===== config.mk =====
export PLATFORM = sky130hd
export DESIGN_NAME = stopfirst_serial_tx
export DESIGN_NICKNAME = d
export VERILOG_FILES = /design/src/rtl/sertx_pkg.sv /design/src/rtl/sertx_request.sv /design/src/rtl/sertx_sequencer.sv /design/src/rtl/sertx_line_select.sv /design/src/rtl/stopfirst_serial_tx.sv
export SDC_FILE = /design/constraint.sdc
export NUM_CORES = 1
export LEC_CHECK = 0
export ABC_CLOCK_PERIOD_IN_PS = 3300
export BUFFER_PORTS_ARGS = -buffer_cell sky130_fd_sc_hd__buf_2
export CORE_MARGIN = 5
export CORE_UTILIZATION = 54
export DETAILED_ROUTE_END_ITERATION = 16
export PLACE_DENSITY = 0.77
export SLEW_MARGIN = 10
export SYNTH_ARGS = -nofsm -noshare
export SYNTH_HDL_FRONTEND = slang
export SYNTH_HIERARCHICAL = 1
export SYNTH_SLANG_ARGS = --single-unit

===== constraint.sdc =====
create_clock -name clk -period 3.3 [get_ports clk]
set_input_delay 0.165 -clock clk [delete_from_list [all_inputs] [get_ports clk]]
set_output_delay 0.165 -clock clk [all_outputs]
set_load 0.05 [all_outputs]

===== src/rtl/sertx_pkg.sv =====
package sertx_pkg;
    localparam int DATA_W = 8;
    localparam int ST_W   = $clog2(DATA_W + 2);

    typedef enum logic [ST_W-1:0] {
        ST_STOP  = 4'd0,
        ST_START = 4'd1,
        ST_D0    = 4'd2,
        ST_D1    = 4'd3,
        ST_D2    = 4'd4,
        ST_D3    = 4'd5,
        ST_D4    = 4'd6,
        ST_D5    = 4'd7,
        ST_D6    = 4'd8,
        ST_D7    = 4'd9
    } tx_state_e;
endpackage


===== src/rtl/sertx_request.sv =====
module sertx_request
    import sertx_pkg::*;
(
    input  logic      clk,
    input  logic      rst_n,
    input  logic      send,
    input  logic      launch,
    input  tx_state_e state_q,
    output logic      pending,
    output logic      busy
);
    logic active;

    always_comb begin
        active = (state_q != ST_STOP);
        busy   = pending | active;
    end

    always_ff @(posedge clk or negedge rst_n) begin
        if (!rst_n) begin
            pending <= 1'b0;
        end else if (launch) begin
            pending <= 1'b0;
        end else if (send && !busy) begin
            pending <= 1'b1;
        end
    end

    // a request made while busy leaves the pending flag unchanged
    a_r7_ignore_busy_send: assert property (@(posedge clk) disable iff (!rst_n)
        (send && busy && !launch) |=> (pending == $past(pending)));
endmodule


===== src/rtl/sertx_sequencer.sv =====
module sertx_sequencer
    import sertx_pkg::*;
(
    input  logic      clk,
    input  logic      rst_n,
    input  logic      tick,
    input  logic      pending,
    output tx_state_e state_q,
    output tx_state_e state_nx,
    output logic      launch
);
    logic [ST_W-1:0] inc;

    always_comb begin
        inc      = state_q + 1'b1;
        state_nx = state_q;
        unique case (state_q)
            ST_STOP:  state_nx = pending ? ST_START : ST_STOP;
            ST_START: state_nx = ST_D0;
            ST_D7:    state_nx = ST_STOP;
            default:  state_nx = tx_state_e'(inc);
        endcase
        launch = tick && (state_q == ST_STOP) && pending;
    end

    always_ff @(posedge clk or negedge rst_n) begin
        if (!rst_n) begin
            state_q <= ST_STOP;
        end else if (tick) begin
            state_q <= state_nx;
        end
    end

    // no state change without a tick
    a_r5_state_on_tick: assert property (@(posedge clk) disable iff (!rst_n)
        !tick |=> $stable(state_q));

    // idle with nothing pending stays in the stop state
    a_r2_idle_hold: assert property (@(posedge clk) disable iff (!rst_n)
        (state_q == ST_STOP && !pending) |=> (state_q == ST_STOP));
endmodule


===== src/rtl/sertx_line_select.sv =====
module sertx_line_select
    import sertx_pkg::*;
(
    input  logic              clk,
    input  logic              rst_n,
    input  logic              tick,
    input  logic              launch,
    input  logic [DATA_W-1:0] din,
    input  tx_state_e         state_nx,
    output logic              txd
);
    logic [DATA_W-1:0] data_q;
    logic [ST_W-1:0]   off;
    logic              level;

    always_comb begin
        off   = state_nx - ST_D0;
        level = 1'b1;
        unique case (state_nx)
            ST_STOP:  level = 1'b1;
            ST_START: level = 1'b0;
            default: begin
                for (int k = 0; k < DATA_W; k++) begin
                    if (off == ST_W'(k)) level = data_q[k];
                end
            end
        endcase
    end

    always_ff @(posedge clk or negedge rst_n) begin
        if (!rst_n) begin
            data_q <= '0;
        end else if (launch) begin
            data_q <= din;
        end
    end

    always_ff @(posedge clk or negedge rst_n) begin
        if (!rst_n) begin
            txd <= 1'b1;
        end else if (tick) begin
            txd <= level;
        end
    end

    // the line never moves between ticks
    a_r5_txd_on_tick: assert property (@(posedge clk) disable iff (!rst_n)
        !tick |=> $stable(txd));
endmodule


===== src/rtl/stopfirst_serial_tx.sv =====
module stopfirst_serial_tx
    import sertx_pkg::*;
(
    input  logic              clk,
    input  logic              rst_n,
    input  logic              bit_tick,
    input  logic              send,
    input  logic [DATA_W-1:0] din,
    output logic              busy,
    output logic              txd
);
    tx_state_e state_q;
    tx_state_e state_nx;
    logic      launch;
    logic      pending;

    sertx_request u_req (
        .clk     (clk),
        .rst_n   (rst_n),
        .send    (send),
        .launch  (launch),
        .state_q (state_q),
        .pending (pending),
        .busy    (busy)
    );

    sertx_sequencer u_seq (
        .clk      (clk),
        .rst_n    (rst_n),
        .tick     (bit_tick),
        .pending  (pending),
        .state_q  (state_q),
        .state_nx (state_nx),
        .launch   (launch)
    );

    sertx_line_select u_sel (
        .clk      (clk),
        .rst_n    (rst_n),
        .tick     (bit_tick),
        .launch   (launch),
        .din      (din),
        .state_nx (state_nx),
        .txd      (txd)
    );

    // start state drives low, stop state drives high
    a_r3_start_low: assert property (@(posedge clk) disable iff (!rst_n)
        (state_q == ST_START) |-> !txd);
    a_r3_stop_high: assert property (@(posedge clk) disable iff (!rst_n)
        (state_q == ST_STOP) |-> txd);

    // the last data bit always exits to a stop period on the line
    a_r8_stop_follows: assert property (@(posedge clk) disable iff (!rst_n)
        (state_q == ST_D7 && bit_tick) |=> (state_q == ST_STOP && txd));

    // immediately after reset release the block is idle
    a_r1_reset_idle: assert property (@(posedge clk)
        $rose(rst_n) |-> (txd && !busy));
endmodule


==> run_results.csv, run 1 <==
group,metric,value,unit
outcome,status,"finished clean",
final_layout,final_cell_mix,"buf_2, dfrtp_1, mux2_2",
clocking,cts.sinks,14,
timing,tightest_slew,0.4543,ns
drt,initialDrtViolationCount,11,
global_routing,gr-usage-all-layers,13.82,%
power_and_ir_drop,seq_power_share,32.2,%
timing,hold_viol_final,0,
synthesis,ys_seq_elements,14,
critical_path,crit_required,3.49,ns
timing,max_clock_freq,353.8,MHz
floorplan,design.die.area,0.002559,mm²
timing,maxSlewHeadroom,69.71,%
global_routing,grt_pass1_vias,642,
timing,setup_viol,0,
hold_path,hp-class,"primary input to flip-flop",
power_and_ir_drop,p_int,640.3,µW
global_routing,antenna_found_initial,0,
clocking,cts_root_buf,"clkbuf_4",
synthesis,syn_inst,84,
synthesis,syn_avg_cell_area,10.59,µm²
timing,finalCritPeriodShare,85.66,%
clocking,cts_resized,0,
power_and_ir_drop,clkPwrFrac,8.8,%
critical_path,cp-end-kind,"flip-flop",
synthesis,yosysSeqAreaShare,39.52,%
power_and_ir_drop,p_leak,0.0004642,µW
clocking,clock_latency,0.27,ns
critical_path,cp.arrival,3.02,ns
timing,fin_crit,2.827,ns
synthesis,yosys.area_share.adder,5.626,%
final_layout,layout.nets,116,
placed_design,hpwl,1210,µm
clocking,htreeDepth,1,
synthesis,synthMuxAreaShare,18.85,%
synthesis,synth_cell_types,35,
placed_design,dpl_worst_slack,0.5216,ns
power_and_ir_drop,power_density,1126,mW/mm²
synthesis,yosysTopAreaCell,"dfrtp_1",
clocking,clk_pin_slew,0.08,ns
placed_design,port_buffers,13,
final_layout,areaGrowthSynthToFinish,11.53,%
drt,routed_via_density,5.696,
clocking,clockBufferDepth,2,
power_and_ir_drop,ir_drop,0.0005800,V
floorplan,start_util,57.71,%
power_and_ir_drop,p_comb_share,59.0,%
drt,wl,1600,µm
timing,rsz0062_at_grt,"no",
timing,worst_slack,0.4733,ns
floorplan,die_height,50.59,µm
final_layout,n_antenna_cell,0,
floorplan,row_count,14,
floorplan,io_pins,14,
global_routing,grt_pass1_wl,2753,µm
synthesis,syn_nets,100,
placed_design,place_congestion,0.7837,
synthesis,synth-compound-area-share,11.53,%
power_and_ir_drop,p_sw,476.6,µW
synthesis,synth_top_family_by_area,"simple AND/OR/NAND/NOR gates",
power_and_ir_drop,swShare,42.67,%
floorplan,core_area,0.001541,mm²
clocking,numCtsBuffers,3,
timing,finalClockSkew,0.006937,ns
critical_path,crit_path_max_fanout,8,
synthesis,synth_area_leaders,"dfrtp_1, mux2_2, ha_1",
synthesis,yosysWarnings,6,
floorplan,die_x,50.59,µm
drt,dr.pass1.iters,5,
drt,wl_per_cell,13.91,µm
critical_path,cp-start-kind,"flip-flop",
synthesis,syn-cell-area,889.6,µm²
drt,vias,655,
synthesis,synth_top_area_share,36.57,%
synthesis,synth-simple-area-share,18.85,%
global_routing,grt_max_degree,15,
flow_run,max-cap-violations,0,
final_layout,drive_gt1_share,31.31,%
critical_path,criticalPathCategory,"flip-flop to flip-flop",
timing,drv_slew,0,
timing,setup-tns-final,0,ns
clocking,cts_tree,"done",
global_routing,grt_overflow,0,
synthesis,synth_xor_area_share,0.9845,%
drt,ant_nets,0,
drt,drc_errors,0,
==> power groups by stage <==
stage	Combinational, µW	Clock (µW)	Sequential (µW)
floorplan	570	0	339
global placement	633	0	360
detailed placement	653	0	363
CTS	658	103	359
global route	718	112	379
finish	659	98.6	359
==> final timing paths <==
kind / startpoint / to / slack, ns / cells past startpoint
hold reg to reg: u_sel/data_q[1] / u_sel/data_q[1] / 0.51 / 1
hold / removal: din[5] / u_sel/data_q[5] / 0.12 / 2
min in group asynchronous: rst_n / u_req/pending / 0.33 / 2
setup reg to reg: u_seq/state_q[0] / u_sel/txd / 0.47 / 10
setup / recovery: u_seq/state_q[0] / u_sel/txd / 0.47 / 10
max in group asynchronous: rst_n / u_sel/txd / 2.68 / 2
==> cells in the mapped netlist, drive strengths merged <==
master / count
nand3: 3
nand4: 2
dfstp: 1
xor2: 1
o22ai: 1
nor2b: 2
mux2: 11
or2: 1
a21oi: 3
a22o: 2
o211a: 1
nand2b: 2
a31oi: 2
or3: 1
a21o: 1
a41o: 1
mux2i: 4
a211oi: 1
nor4: 1
or4b: 1
ha: 4
and2: 1
nand2: 5
inv: 6
buf: 1
nand3b: 2
dfrtp: 13
o21ai: 3
clkbuf: 2
and4bb: 1
and2b: 1
nor2: 3
==> final cells by class <==
cell class                      count  area [µm²]
Timing Repair Buffer               14       75.07
Sequential cell                    14       351.6
Fill cell                         130       549.3
Tap cell                           16       20.02
Multi-Input combinational cell     61       496.7
Clock buffer                        4       26.28
Inverter                            6       22.52
==> worst max-delay path, stage by stage (launching register included) <==
cell	delay, ns
dfrtp_1	0.50
inv_1	0.13
ha_1	0.22
or4b_1	0.45
o211a_1	0.18
inv_1	0.14
ha_1	0.32
mux2_1	0.34
or3_1	0.30
nand4_1	0.08
a31oi_1	0.08
==> state kept, by name, summed over array words and instances, names as in the netlist <==
signal,count
u_sel/data_q,8
u_req/pending,1
u_seq/state_q,4
u_sel/txd,1
==> logic make-up after synthesis <==
family / after synthesis
xor gates and xnor gates: 1
muxes: 15
buffers and inverters: 9
AOI/OAI and AO/OA: 15
and+or+nand+nor: 26
DFF: 14
adders and majority gates: 4
==> routing by layer <==
layer  part of all wire (%)  GRT usage, %
met1                     44         16.30
met2                     52         23.55
met3                    2.8         2.959
met4                    1.2         6.383
met5                      0             0
==> per-stage QoR <==
| step | total power [µW] | util, % | area (µm²) | hold WS (ns) | instances |
|---|---|---|---|---|---|
| floorplan | 909.1 | - | 889.6 | -0.1306 | 84 |
| global placement | 993.5 | 62.01 | 955.9 | 0.07490 | 110 |
| detailed placement | 1016 | 62.01 | 955.9 | 0.07548 | 110 |
| CTS | 1121 | 64.37 | 992.2 | 0.1116 | 115 |
| global route | 1210 | 64.37 | 992.2 | 0.1098 | 115 |
| finish | 1117 | 64.37 | 992.2 | 0.1192 | 115 |
==> repair_timing <==
| action | CTS | global route |
|---|---|---|
| hold endpoints to repair | 13 | 0 |
| buffers inserted | 0 | 0 |
| hold buffers | 1 | 0 |
Power figures use the tool's default switching activity.
==> run 2, diff against run 1 <==
Settings changed: ABC_AREA from default to 1, CORE_UTILIZATION 54 to 53, PLACE_DENSITY 0.77 to 0.76.
==> run_results.csv, run 2 <==
group,metric,value,unit
critical_path,crit_required,3.52,ns
synthesis,synth-simple-area-share,33.19,%
drt,ant_nets,0,
placed_design,place_congestion,0.8017,
power_and_ir_drop,power_density,1172,mW/mm²
critical_path,cp-end-kind,"flip-flop",
synthesis,yosysTopAreaCell,"dfrtp_1",
clocking,cts_resized,0,
floorplan,die_height,49.92,µm
clocking,numCtsBuffers,3,
critical_path,cp_slowest_cell,"dfrtp_1",
placed_design,hpwl,1225,µm
final_layout,regMostFlops,"u_sel/data_q",
floorplan,row_count,14,
critical_path,timing.rr.start,"u_seq/state_q[0]",
critical_path,r2r-end,"u_sel/txd",
power_and_ir_drop,ir_drop,0.0006181,V
power_and_ir_drop,p_leak,0.0005373,µW
hold_path,hold_end,"u_sel/data_q[6]",
synthesis,yosys.area_share.adder,5.926,%
synthesis,synth_area_leaders,"dfrtp_1, nand2_1, nand3_1",
final_layout,drive_gt1_share,19.26,%
floorplan,io_pins,14,
critical_path,crit_path_max_fanout,7,
synthesis,synth_top_family_by_area,"simple AND/OR/NAND/NOR gates",
critical_path,cp.arrival,2.43,ns
synthesis,synth_edf_count,0,
global_routing,grt_pass1_vias,677,
timing,fin_crit,2.209,ns
hold_path,hold_start,"din[6]",
global_routing,globalRoute.busiestLayer,"met1",
timing,max_clock_freq,452.7,MHz
synthesis,synth_xor_area_share,0,%
placed_design,dp.cells,146,
final_layout,areaGrowthSynthToFinish,14.96,%
clocking,htreeDepth,1,
critical_path,cp-startpoint,"u_seq/state_q[0]",
global_routing,use_met2,20.55,%
final_layout,final_cell_mix,"nand2_1, inv_1, buf_2, nand3_1, dfrtp_1",
timing,fin_hold_ws,0.09619,ns
flow_run,max-cap-violations,0,
clocking,clk_pin_slew,0.10,ns
global_routing,grt_use_met1,21.19,%
critical_path,crit_path_cell_trace,"inv_1 > ha_1 > nand2_1 > nand3_1 > nand2_1 > bufinv_8 > ha_1 > inv_2 > nand2_1 > nand3_1 > nand2_1 > nand2_1 > nand3_1 > nand2_1 > nand2_1",
critical_path,criticalPathCategory,"flip-flop to flip-flop",
synthesis,ys_seq_elements,14,
global_routing,antenna_found_initial,0,
synthesis,synth_common_cells,"nand2_1, inv_1, dfrtp_1, nand3_1, o21ai_1",
drt,wl_per_cell,10.72,µm
synthesis,synth_top_area_share,38.52,%
drt,wl,1619,µm
synthesis,yosysMostFrequentCell,"nand2_1",
synthesis,syn_nets,134,
final_layout,fin_cells,151,
synthesis,synth_cell_types,19,
critical_path,critPathTopFamily,"simple AND/OR/NAND/NOR gates",
synthesis,syn-cell-area,844.6,µm²
final_layout,largest_reg_flops,8,
clocking,cts_tree,"done",
timing,finalCritPeriodShare,66.93,%
global_routing,grt_overflow,0,
global_routing,grt_max_degree,18,
outcome,status,"finished clean",
floorplan,core_area,0.001506,mm²
timing,rsz0062_at_grt,"no",
timing,drv_slew,0,
drt,dr.pass1.iters,4,
timing,maxSlewHeadroom,34.53,%
timing,tightest_slew,0.9784,ns
critical_path,cp_common_cell,"nand2_1",
synthesis,synth-compound-area-share,8.148,%
critical_path,timing.reg2reg.setup_slack,1.09,ns
final_layout,final_common_cell,"nand2_1",
critical_path,cp-start-kind,"flip-flop",
timing,hold_viol_final,0,
global_routing,grtUsageMet3,3.012,%
synthesis,synthArstFlopShare,100.0,%
drt,routed_via_density,4.914,
clocking,cts.sinks,14,
clocking,cts_root_buf,"clkbuf_4",
critical_path,critPathBufInv,3,
drt,vias,742,
synthesis,synthMuxAreaShare,0,%
hold_path,hp-class,"primary input to flip-flop",
global_routing,gr-usage-all-layers,14.07,%
timing,setup-tns-final,0,ns
drt,initialDrtViolationCount,10,
hold_path,hold_path_depth,3,
final_layout,n_antenna_cell,0,
placed_design,port_buffers,13,
synthesis,synth_ff_type,"dfrtp_1",
synthesis,yosysSeqAreaShare,41.63,%
timing,finalClockSkew,0.003154,ns
clocking,clock_latency,0.28,ns
critical_path,r2r_cells,15,
floorplan,die_x,49.92,µm
global_routing,grt_pass1_wl,2870,µm
floorplan,design.die.area,0.002492,mm²
critical_path,crit_path_max_incr_delay,0.48,ns
final_layout,top_regs,"u_sel/data_q (8), u_seq/state_q (4)",
synthesis,syn_avg_cell_area,7.157,µm²
floorplan,start_util,56.06,%
clocking,clockBufferDepth,2,
synthesis,yosysWarnings,6,
timing,setup_viol,0,
synthesis,syn_inst,118,
drt,drc_errors,0,
final_layout,layout.nets,152,
run 2: cell count changes after synthesis, moves of 3 or more:
cell	before	now
nor2_2	0	3
inv_1	6	17
o21ai_1	0	8
mux2i_1	4	0
mux2_2	9	0
nand2_1	5	44
nand3_1	3	13
run 2: cells by family after synthesis:
family                     count (synthesis)
adders and majority gates                  4
buffers and inverters                     21
DFF                                       14
AOI/OAI and AO/OA                         13
and+or+nand+nor                           66
run 2: worst max-delay path by stage:
stage | to | depth (start not counted)
floorplan | u_sel/txd | 15
global placement | u_sel/txd | 15
detailed placement | u_sel/txd | 15
CTS | u_sel/txd | 15
global route | u_sel/txd | 15
finish | u_sel/txd | 15
run 2: routing by layer:
layer | up-vias | wire length (µm)
met5 | - | 0
met4 | 0 | 4
met3 | 2 | 98
met2 | 17 | 700
met1 | 319 | 815
li1 | 404 | -
run 2: repair_timing:
action / CTS / global route
endpoints found under the hold margin: 13 / 0
setup buffers: 0 / 0
hold buffers: 1 / 0
run 2: where the power goes:
group          total, µW  switching [µW]  internal, µW
sequential           308            52.5           255
combinational        703             423           279
clock                127            60.0          67.0
total               1140             536           602
run 2: through the flow:
step	utilization, %	total power, µW	instance area (µm²)	setup WS (ns)
after floorplan	-	890.6	844.6	1.304
after global placement	61.38	992.1	924.6	1.185
after detailed placement	61.38	1014	924.6	1.117
after CTS	64.45	1146	970.9	1.099
after global routing	64.45	1263	970.9	0.8714
final	64.45	1138	970.9	1.091
run 2: cell type report:
class	count	area [µm²]
flip-flops and latches	14	351.6
well taps	16	20.02
clock buffers	4	36.28
multi-input cells	83	399.1
inverters	20	88.84
repair buffers	14	75.07
fillers	135	535.5
run 2: worst min-delay path, stage by stage:
cell and delay, ns:
buf_2 0.07, nand2_1 0.04, o21ai_1 0.06
==> run 3, diff against run 2 <==
Settings changed: ABC_CLOCK_PERIOD_IN_PS 3300 to 2200.
Clock period 3.3 ns to 2.2 ns, I/O delays scaled along.
==> run_results.csv, run 3 (synthesis gave the netlist of run 2 again) <==
group,metric,value,unit
outcome,status,"finished clean",
timing,setup_viol,0,
timing,fin_hold_ws,0.02786,ns
drt,routed_via_density,5.172,
final_layout,regMostFlops,"u_sel/data_q",
timing,drv_slew,0,
global_routing,grt_overflow,0,
critical_path,crit_path_max_fanout,6,
critical_path,cp-end-kind,"flip-flop",
final_layout,fillers,133,
clocking,clock_latency,0.28,ns
placed_design,hpwl,1294,µm
critical_path,crit_path_cell_trace,"ha_1 > or2_1 > a21oi_2 > inv_1 > ha_4 > inv_2 > nand2_1 > nand3_1 > nand2_1 > nand2_1 > nand3_1 > nand2_1 > nand2_1",
drt,initialDrtViolationCount,26,
floorplan,io_pins,14,
floorplan,design.die.area,0.002492,mm²
timing,max_clock_freq,480.7,MHz
global_routing,grt_max_degree,18,
floorplan,start_util,56.06,%
critical_path,crit_path_max_incr_delay,0.46,ns
global_routing,grt_pass1_wl,2760,µm
flow_run,max-cap-violations,0,
final_layout,drive_gt1_share,25.53,%
critical_path,criticalPathCategory,"flip-flop to flip-flop",
final_layout,n_antenna_cell,0,
final_layout,final_cell_mix,"nand2_1, inv_1, buf_2, nand3_1, dfrtp_1",
clocking,cts_root_buf,"clkbuf_4",
clocking,numCtsBuffers,3,
timing,finalClockSkew,0.004649,ns
final_layout,final_common_cell,"nand2_1",
drt,vias,812,
hold_path,hp-class,"primary input to flip-flop",
final_layout,regArea,354.1,µm²
power_and_ir_drop,p_leak,0.0005661,µW
drt,wl_per_cell,12.00,µm
critical_path,cp.arrival,2.31,ns
clocking,htreeDepth,1,
power_and_ir_drop,power_density,1859,mW/mm²
global_routing,antenna_found_initial,0,
placed_design,place_congestion,0.8417,
final_layout,top_regs,"u_sel/data_q (8), u_seq/state_q (4)",
drt,wl,1884,µm
drt,drc_errors,0,
final_layout,areaGrowthSynthToFinish,22.52,%
critical_path,crit_required,2.43,ns
final_layout,multi_input_area,415.4,µm²
floorplan,die_height,49.92,µm
power_and_ir_drop,ir_drop,0.001154,V
timing,maxSlewHeadroom,78.84,%
clocking,clockBufferDepth,2,
final_layout,layout.nets,158,
placed_design,port_buffers,13,
clocking,cts.sinks,14,
critical_path,cp-start-kind,"flip-flop",
clocking,cts_tree,"done",
final_layout,largest_reg_flops,8,
timing,hold_viol_final,0,
critical_path,cp_slowest_cell,"dfrtp_2",
drt,ant_nets,0,
timing,fin_crit,2.080,ns
global_routing,grt_pass1_vias,665,
drt,dr.pass1.iters,4,
critical_path,cp_common_cell,"nand2_1",
timing,finalCritPeriodShare,94.56,%
final_layout,fin_util,68.69,%
clocking,clk_pin_slew,0.09,ns
timing,tightest_slew,0.3174,ns
floorplan,die_x,49.92,µm
floorplan,core_area,0.001506,mm²
global_routing,gr-usage-all-layers,14.52,%
floorplan,row_count,14,
-- run 3: power by group --
| group | internal, µW | total [µW] | switching [µW] |
|---|---|---|---|
| registers | 386 | 463 | 76.8 |
| logic | 542 | 1270 | 727 |
| clock network | 101 | 191 | 90.3 |
-- run 3: final cells by class --
class / count / area share (%)
timing repair buffer: 20 / 11.61
clock buffer: 4 / 3.507
sequential: 14 / 34.22
inverter: 20 / 8.585
tap: 16 / 1.935
multi-input combinational: 83 / 40.15
-- run 3: final timing paths --
path	start	endpoint	slack, ns	cells past startpoint
worst max-delay path	u_seq/state_q[0]	u_sel/txd	0.12	13
worst min-delay path	din[3]	u_sel/data_q[3]	0.03	3
worst max register to register	u_seq/state_q[0]	u_sel/txd	0.12	13
worst min register to register	u_sel/txd	u_sel/txd	0.47	2
max in group asynchronous	rst_n	u_sel/txd	1.67	2
min in group asynchronous	rst_n	u_sel/data_q[2]	0.24	2
-- run 3: what timing repair did --
action / in CTS / in global routing
resized for setup: 2 / 2
hold buffers: 1 / 0
setup buffers: 0 / 4
setup endpoints to repair: 1 / 1
hold endpoints to repair: 14 / 0
-- run 3: per-layer routing --
layer | track usage, % | wire length, µm | up-vias
met5 | 0 | 0 | -
met4 | 8.734 | 42 | 0
met3 | 4.217 | 103 | 6
met2 | 21.40 | 872 | 27
met1 | 18.44 | 865 | 364
li1 | - | - | 415
-- run 3: worst max-delay path, delay by kind of cell (launching register included) --
kind            cells  cell delay, ns
buf+inv             2            0.15
compound gates      1            0.19
simple gates        8            0.71
flops               1            0.46
fa+ha+maj           2            0.53
-- run 3: through the flow --
stage / instance area, µm² / setup TNS, ns / instances / power (µW) / setup slack [ns]
floorplan: 844.6 / 0 / 118 / 1336 / 0.2043
global placement: 939.7 / 0 / 148 / 1528 / 0.1406
detailed placement: 939.7 / 0 / 148 / 1573 / 0.005587
CTS: 988.4 / 0 / 153 / 1775 / 0.01612
global route: 1035 / -0.01128 / 157 / 2080 / -0.01128
finish: 1035 / 0 / 157 / 1923 / 0.1197
